**config.mk**
```make
export PLATFORM = sky130hd
export DESIGN_NAME = integ_adc_seq
export DESIGN_NICKNAME = d
export VERILOG_FILES = /design/src/rtl/iseq_pkg.sv /design/src/rtl/iseq_tim_reg.sv /design/src/rtl/iseq_win_ctrl.sv /design/src/rtl/iseq_chan.sv /design/src/rtl/integ_adc_seq.sv
export SDC_FILE = /design/constraint.sdc
export NUM_CORES = 1
export LEC_CHECK = 0
export ABC_CLOCK_PERIOD_IN_PS = 8100
export BUFFER_PORTS_ARGS = -buffer_cell sky130_fd_sc_hd__buf_2
export CAP_MARGIN = 15
export CORE_ASPECT_RATIO = 0.6
export CORE_MARGIN = 2
export CORE_UTILIZATION = 50
export CTS_CLUSTER_DIAMETER = 120
export DETAILED_ROUTE_END_ITERATION = 10
export GPL_TIMING_DRIVEN = 0
export PLACE_DENSITY = 0.7
export SYNTH_ARGS = -nofsm -noshare
export SYNTH_HDL_FRONTEND = slang
export SYNTH_SLANG_ARGS = --single-unit
```
**constraint.sdc**
```tcl
create_clock -name clk -period 8.1 [get_ports clk]
set_input_delay 0.81 -clock clk [delete_from_list [all_inputs] [get_ports clk]]
set_output_delay 0.81 -clock clk [all_outputs]
set_load 0.005 [all_outputs]
```
**src/rtl/iseq_pkg.sv**
```systemverilog
package iseq_pkg;

    typedef struct packed {
        logic       gain;
        logic       manual;
        logic [1:0] integ;
    } tcfg_t;

    localparam logic [1:0] INTEG_MAN = 2'b11;
    localparam logic [7:0] TIM_RST   = 8'h02;

    function automatic int unsigned win_mult(input logic [1:0] sel);
        case (sel)
            2'b00:   win_mult = 11;
            2'b01:   win_mult = 81;
            default: win_mult = 322;
        endcase
    endfunction

    function automatic tcfg_t tim_unpack(input logic [7:0] d);
        tcfg_t c;
        c.gain   = d[4];
        c.manual = d[3];
        c.integ  = d[1:0];
        return c;
    endfunction

    function automatic logic [7:0] tim_pack(input tcfg_t c);
        return {3'b000, c.gain, c.manual, 1'b0, c.integ};
    endfunction

endpackage

```
**src/rtl/iseq_tim_reg.sv**
```systemverilog
module iseq_tim_reg
    import iseq_pkg::*;
(
    input  logic        clk,
    input  logic        rst,
    input  logic        we,
    input  logic [7:0]  wdata,
    output tcfg_t       cfg_q,
    output tcfg_t       cfg_nx,
    output logic        restart,
    output logic        man_set,
    output logic        man_clr
);
    logic nx_is_man;

    always_comb begin
        cfg_nx    = tim_unpack(wdata);
        nx_is_man = (cfg_nx.integ == INTEG_MAN);
        restart   = we && (cfg_nx.integ != cfg_q.integ);
        man_set   = we && !restart && nx_is_man && cfg_nx.manual;
        man_clr   = we && !restart && nx_is_man && !cfg_nx.manual;
    end

    always_ff @(posedge clk) begin
        if (rst)
            cfg_q <= tim_unpack(TIM_RST);
        else if (we)
            cfg_q <= cfg_nx;
    end
endmodule

```
**src/rtl/iseq_win_ctrl.sv**
```systemverilog
module iseq_win_ctrl
    import iseq_pkg::*;
#(
    parameter int UNIT_CYC = 918
) (
    input  logic       clk,
    input  logic       rst,
    input  logic       pwr_en,
    input  logic       osc_tick,
    input  logic [1:0] integ,
    input  logic [1:0] nx_integ,
    input  logic       nx_manual,
    input  logic       restart,
    input  logic       man_set,
    input  logic       man_clr,
    output logic       running,
    output logic       cnt_en,
    output logic       xfer
);
    localparam int WIN_MAX = 322 * UNIT_CYC;
    localparam int WIN_W   = $clog2(WIN_MAX + 1);

    logic [WIN_W-1:0] tick_cnt;
    logic [WIN_W-1:0] win_len;
    logic             is_auto;
    logic             end_auto;
    logic             end_man;

    always_comb begin
        win_len  = WIN_W'(win_mult(integ) * UNIT_CYC);
        is_auto  = (integ != INTEG_MAN);
        end_auto = running && is_auto && osc_tick && (tick_cnt == win_len - WIN_W'(1));
        end_man  = running && !is_auto && man_clr;
        xfer     = pwr_en && !restart && (end_auto || end_man);
        cnt_en   = pwr_en && running && osc_tick && !restart;
    end

    always_ff @(posedge clk) begin
        if (rst || !pwr_en) begin
            running  <= 1'b0;
            tick_cnt <= '0;
        end else if (restart) begin
            running  <= (nx_integ != INTEG_MAN) || nx_manual;
            tick_cnt <= '0;
        end else if (is_auto) begin
            running <= 1'b1;
            if (end_auto)
                tick_cnt <= '0;
            else if (running && osc_tick)
                tick_cnt <= tick_cnt + WIN_W'(1);
        end else begin
            tick_cnt <= '0;
            if (man_set)
                running <= 1'b1;
            else if (man_clr)
                running <= 1'b0;
        end
    end
endmodule

```
**src/rtl/iseq_chan.sv**
```systemverilog
module iseq_chan #(
    parameter int CNT_W = 16
) (
    input  logic             clk,
    input  logic             rst,
    input  logic             clear,
    input  logic             cnt_en,
    input  logic             pulse,
    output logic [CNT_W-1:0] res
);
    localparam int             RAW_W   = CNT_W + 1;
    localparam logic [RAW_W-1:0] RAW_MAX = {1'b1, {(CNT_W-1){1'b0}}, 1'b1};
    localparam logic [RAW_W-1:0] OFFSET  = RAW_W'(2);

    logic [RAW_W-1:0] raw;
    logic [RAW_W-1:0] raw_fold;
    logic             cool;
    logic             accept;

    always_comb begin
        accept   = cnt_en && pulse && !cool;
        raw_fold = (accept && (raw != RAW_MAX)) ? raw + RAW_W'(1) : raw;
        if (raw_fold < OFFSET)
            res = '0;
        else
            res = CNT_W'(raw_fold - OFFSET);
    end

    always_ff @(posedge clk) begin
        if (rst || clear) begin
            raw  <= '0;
            cool <= 1'b0;
        end else begin
            raw <= raw_fold;
            if (cnt_en)
                cool <= accept;
        end
    end
endmodule

```
**src/rtl/integ_adc_seq.sv**
```systemverilog
module integ_adc_seq
    import iseq_pkg::*;
#(
    parameter int UNIT_CYC = 918,
    parameter int CNT_W    = 16
) (
    input  logic             clk,
    input  logic             rst,
    input  logic             osc_tick,
    input  logic             pwr_en,
    input  logic             tim_we,
    input  logic [7:0]       tim_wdata,
    input  logic             ch0_pulse,
    input  logic             ch1_pulse,
    output logic [7:0]       tim_q,
    output logic             gain_hi,
    output logic             busy,
    output logic             done,
    output logic [CNT_W-1:0] data0,
    output logic [CNT_W-1:0] data1
);
    localparam int NCH = 2;

    tcfg_t            cfg_q;
    tcfg_t            cfg_nx;
    logic             restart;
    logic             man_set;
    logic             man_clr;
    logic             running;
    logic             cnt_en;
    logic             xfer;
    logic             acc_clr;
    logic [NCH-1:0]   pulse_v;
    logic [CNT_W-1:0] res_v  [NCH];
    logic [CNT_W-1:0] data_r [NCH];

    iseq_tim_reg u_tim (
        .clk     (clk),
        .rst     (rst),
        .we      (tim_we),
        .wdata   (tim_wdata),
        .cfg_q   (cfg_q),
        .cfg_nx  (cfg_nx),
        .restart (restart),
        .man_set (man_set),
        .man_clr (man_clr)
    );

    iseq_win_ctrl #(.UNIT_CYC(UNIT_CYC)) u_win (
        .clk       (clk),
        .rst       (rst),
        .pwr_en    (pwr_en),
        .osc_tick  (osc_tick),
        .integ     (cfg_q.integ),
        .nx_integ  (cfg_nx.integ),
        .nx_manual (cfg_nx.manual),
        .restart   (restart),
        .man_set   (man_set),
        .man_clr   (man_clr),
        .running   (running),
        .cnt_en    (cnt_en),
        .xfer      (xfer)
    );

    assign acc_clr = !pwr_en || restart || xfer || !running;
    assign pulse_v = {ch1_pulse, ch0_pulse};

    for (genvar i = 0; i < NCH; i++) begin : g_ch
        iseq_chan #(.CNT_W(CNT_W)) u_ch (
            .clk    (clk),
            .rst    (rst),
            .clear  (acc_clr),
            .cnt_en (cnt_en),
            .pulse  (pulse_v[i]),
            .res    (res_v[i])
        );

        always_ff @(posedge clk) begin
            if (rst)
                data_r[i] <= '0;
            else if (xfer)
                data_r[i] <= res_v[i];
        end
    end

    always_ff @(posedge clk) begin
        if (rst)
            done <= 1'b0;
        else
            done <= xfer;
    end

    assign tim_q   = tim_pack(cfg_q);
    assign gain_hi = cfg_q.gain;
    assign busy    = running;
    assign data0   = data_r[0];
    assign data1   = data_r[1];
endmodule

```
==> impl_metrics.yaml <==
setup_path:
  critical_path.endpoint_type: "flop"
  cpLargestDelayFamily: "simple AND/OR/NAND/NOR gates"
  worst-setup-path-type: "reg2reg"
  critical_path.slowest_cell: "clkbuf_1"
  cp_slowest_stage_delay_ps: 560
  r2r-start: "u_tim.cfg_q[0]"
  reg2reg_setup_slack_ps: 3700
  crit_top_cell: "ha_1"
  worstReg2RegEnd: "g_ch[1].u_ch.raw[1]"
  critical_path_peak_fanout: 10
  worstPathRequired_ps: 8310
  crit_path_cell_trace: "buf_2 -> nor2b_1 -> ha_1 -> clkbuf_1 -> and3_1 -> ha_1 -> ha_1 -> a2111oi_0 -> o21a_1 -> o221ai_1 -> and2_1 -> nand3_1 -> clkbuf_1 -> nor2_1"
  timing.critical_path.arrival_ps: 4610
  kind_of_launch_point_of_the_worst_setup_path: "flop"
  critical_path.n_buffers_inverters: 3
  worstRegToRegCells: 14
cts:
  path_clk_slew_ps: 70
  clockRootBuffer: "clkbuf_16"
  cts-root-to-sink-buffers: 2
  tritoncts: "done"
  worst_skew_pair.late_latency_ps: 350
  h_tree_level_count: 3
  cts.hold.buffers_added: 0
  cts.repair.resized: 0
  post_cts_buffers: 0
  cts_made_buffers: 9
  sinks_on_clock_net: 93
floorplanning:
  floorplan.io_pins: 58
  fp-row-count: 29
  die_h_um: 84.57
  starting_density: 0.5123
  floorplan.die_area_um2: 11690
  core_region_area_um2: 10560
  floorplan.die.width_um: 138.3
sta:
  skew_ps: 6.763
  grt_setup_unrepaired: "no"
  final.setup.worst_slack_ps: 3698
  max_clk_rate_ghz: 0.2272
  min_period_ps: 4402
  fin_crit_sh: 0.5435
  worst-slew-pin-transition_ps: 1053
  timing.final.setup_violations: 0
  hold_viol_final: 0
  worst_slew_margin_rel: 0.2926
  count_of_final_max_slew_check_failures: 0
  timing.setup.tns_ps: 0
global_route:
  wire_length_of_the_first_global_routing_pass_mm: 21.43
  antenna_violations_before_repair: 0
  grt_max_degree: 33
  grt_usage: 0.2275
  first_global_vias: 4287
  overflow: 0
placed_design:
  postPlaceCellArea_um2: 5834
  gp_congestion: 0.9034
  numPlacedInstances: 788
  port-buffer-count: 48
  placement.setup.worst_slack_ps: 3640
  dp_hpwl_mm: 9.583
finish:
  antenna_diode_count: 0
  final_core_util: 0.5838
  number_of_nets_in_the_final_layout: 689
  fin_area_um2: 6165
  synthToLayoutAreaGrowth_pct: 13.97
  fillers: 951
  layout-drive-gt1-share: 0.1654
  fin_cells: 804
min_path:
  timing.hold.worst_path_depth: 2
  hold_path.startpoint: "g_ch[1].u_ch.cool"
  min_to: "g_ch[1].u_ch.cool"
  min_path_type: "reg2reg"
routing:
  initialDrtViolationCount: 311
  post-route-drc-count: 0
  detail-route-antenna-nets: 0
  first_pass_iters: 5
  detailroute.via_count: 4507
  viasPerCell: 5.606
  routed_wl_mm: 12.76
  avgRoutedWirePerCell_um: 15.87
power_and_ir_drop:
  switching_power_mw: 0.2226
  comb_power_share: 0.053
  internal_mw: 0.7901
  netSwitchingFraction: 0.2198
  vdd_ir_drop_max_v: 0.0001307
  sequentialPowerShare: 0.484
  p_leak_nw: 2.476
  power_density_nw_per_um2: 164.3
  power_frac_clock: 0.463
synthesis:
  syn-mean-instance-area_um2: 9.045
  post-synth-top-area-cell: "dfxtp_1"
  synth_common_cells: "nor2_1 (100), dfxtp_1 (61), nand2_1 (40), xnor2_1 (40), xor2_1 (38)"
  synth_top_flop_cell: "dfxtp_1"
  yosys_warnings: 0
  yosysMostFrequentCell: "nor2_1"
  yosys.cell_types.count: 69
  netlist_area_um2: 5409
  async_flop_share: 0
  cells_after_synthesis: 598
  synth_top_cells_by_area: "dfxtp_1 (23%), edfxtp_1 (18%), nor2_1 (6.9%)"
  synth_seq_area_share: 0.4034
  yosys_register_bits: 93
  synth-edff-count: 32
  post-synth-top-area-fraction: 0.2258
run:
  timing.max_cap.violations: 0
status:
  run_status: "complete, no violations"
placed cells by master (no fill, tap or decap), types with 5 or more instances in the layout:
cell type	n
and2_1	11
edfxtp_1	32
o21ai_0	10
xnor2_1	40
inv_1	12
nor3b_1	5
nand3_1	30
buf_2	57
nor4_1	8
nor2_1	100
nand2_1	40
a21oi_1	9
clkbuf_1	14
and3_1	21
ha_1	14
xor2_1	38
nor3_1	16
buf_4	7
dfxtp_1	61
mux2i_1	7
clkbuf_16	9
and4_1	7
nor2b_1	6
nand4_1	16
flip-flops by register name (all words and copies together) (netlist names):
signal	cells
g_ch.u_ch.raw	34
data_r	32
u_win.tick_cnt	19
u_tim.cfg_q	4
g_ch.u_ch.cool	2
done	1
u_win.running	1
area by class of cell:
cell class / instances / area (µm²) / share of cell area
clock buffer: 10 / 239.0 / 0.03877
tap: 139 / 173.9 / 0.02821
clock inverter: 6 / 91.34 / 0.01482
buffer: 33 / 183.9 / 0.02984
timing repair buffer: 48 / 240.2 / 0.03897
sequential: 93 / 2182 / 0.3540
multi-input combinational: 463 / 3009 / 0.4881
inverter: 12 / 45.04 / 0.007307
worst max-delay path by stage:
stage	endpoint	cells after the start	start	slack, ps
after floorplan	data_r[0][0]	12	u_tim.cfg_q[0]	4380
after global placement	data_r[1][4]	14	tim_wdata[1]	3670
after detailed placement	data_r[1][6]	14	tim_wdata[1]	3640
after CTS	data_r[0][14]	12	u_tim.cfg_q[0]	3680
after global routing	data_r[1][12]	12	u_tim.cfg_q[0]	3240
final	g_ch[1].u_ch.raw[1]	14	u_tim.cfg_q[0]	3700
through the flow:
stage,power (mW),hold slack (ps)
global placement,0.5531,459.6
floorplan,0.5348,449.4
finish,1.013,475.0
CTS,1.017,474.6
detailed placement,0.5545,465.5
global route,1.047,523.3
metal layers:
metal	vias up	track usage	wire, µm
met5	-	0	0
met4	0	0.05009	117
met3	11	0.05933	871
met2	151	0.3308	5201
met1	2127	0.3389	6567
li1	2218	-	-
kinds of logic (layout without fill, tap and decap cells):
family | after synthesis | in the layout | synth area share
buffers and inverters | 45 | 109 | 0.04233
AO/OA/AOI/OAI | 63 | 63 | 0.08976
flip-flops | 93 | 93 | 0.4034
other | 1 | 4 | 0.0006933
XOR/XNOR | 78 | 78 | 0.1263
adder cells (fa/ha/maj) | 14 | 14 | 0.03239
multiplexers | 8 | 8 | 0.01504
AND/OR/NAND/NOR | 296 | 296 | 0.2901
power by group through the flow:
stage          Sequential (mW)  Clock [mW]  Combinational [mW]
2_1_floorplan            0.502           0              0.0326
3_3_place_gp             0.501           0              0.0522
3_5_place_dp             0.501           0              0.0534
4_1_cts                  0.491       0.473              0.0537
5_1_grt                  0.491       0.496              0.0593
6_report                 0.490       0.469              0.0533
worst min-delay path, cell delays in order (launching register included):
cell	delay (ps)
dfxtp_1	300
o21ai_0	60
a21oi_1	60
(Power assumes the default switching activity.)
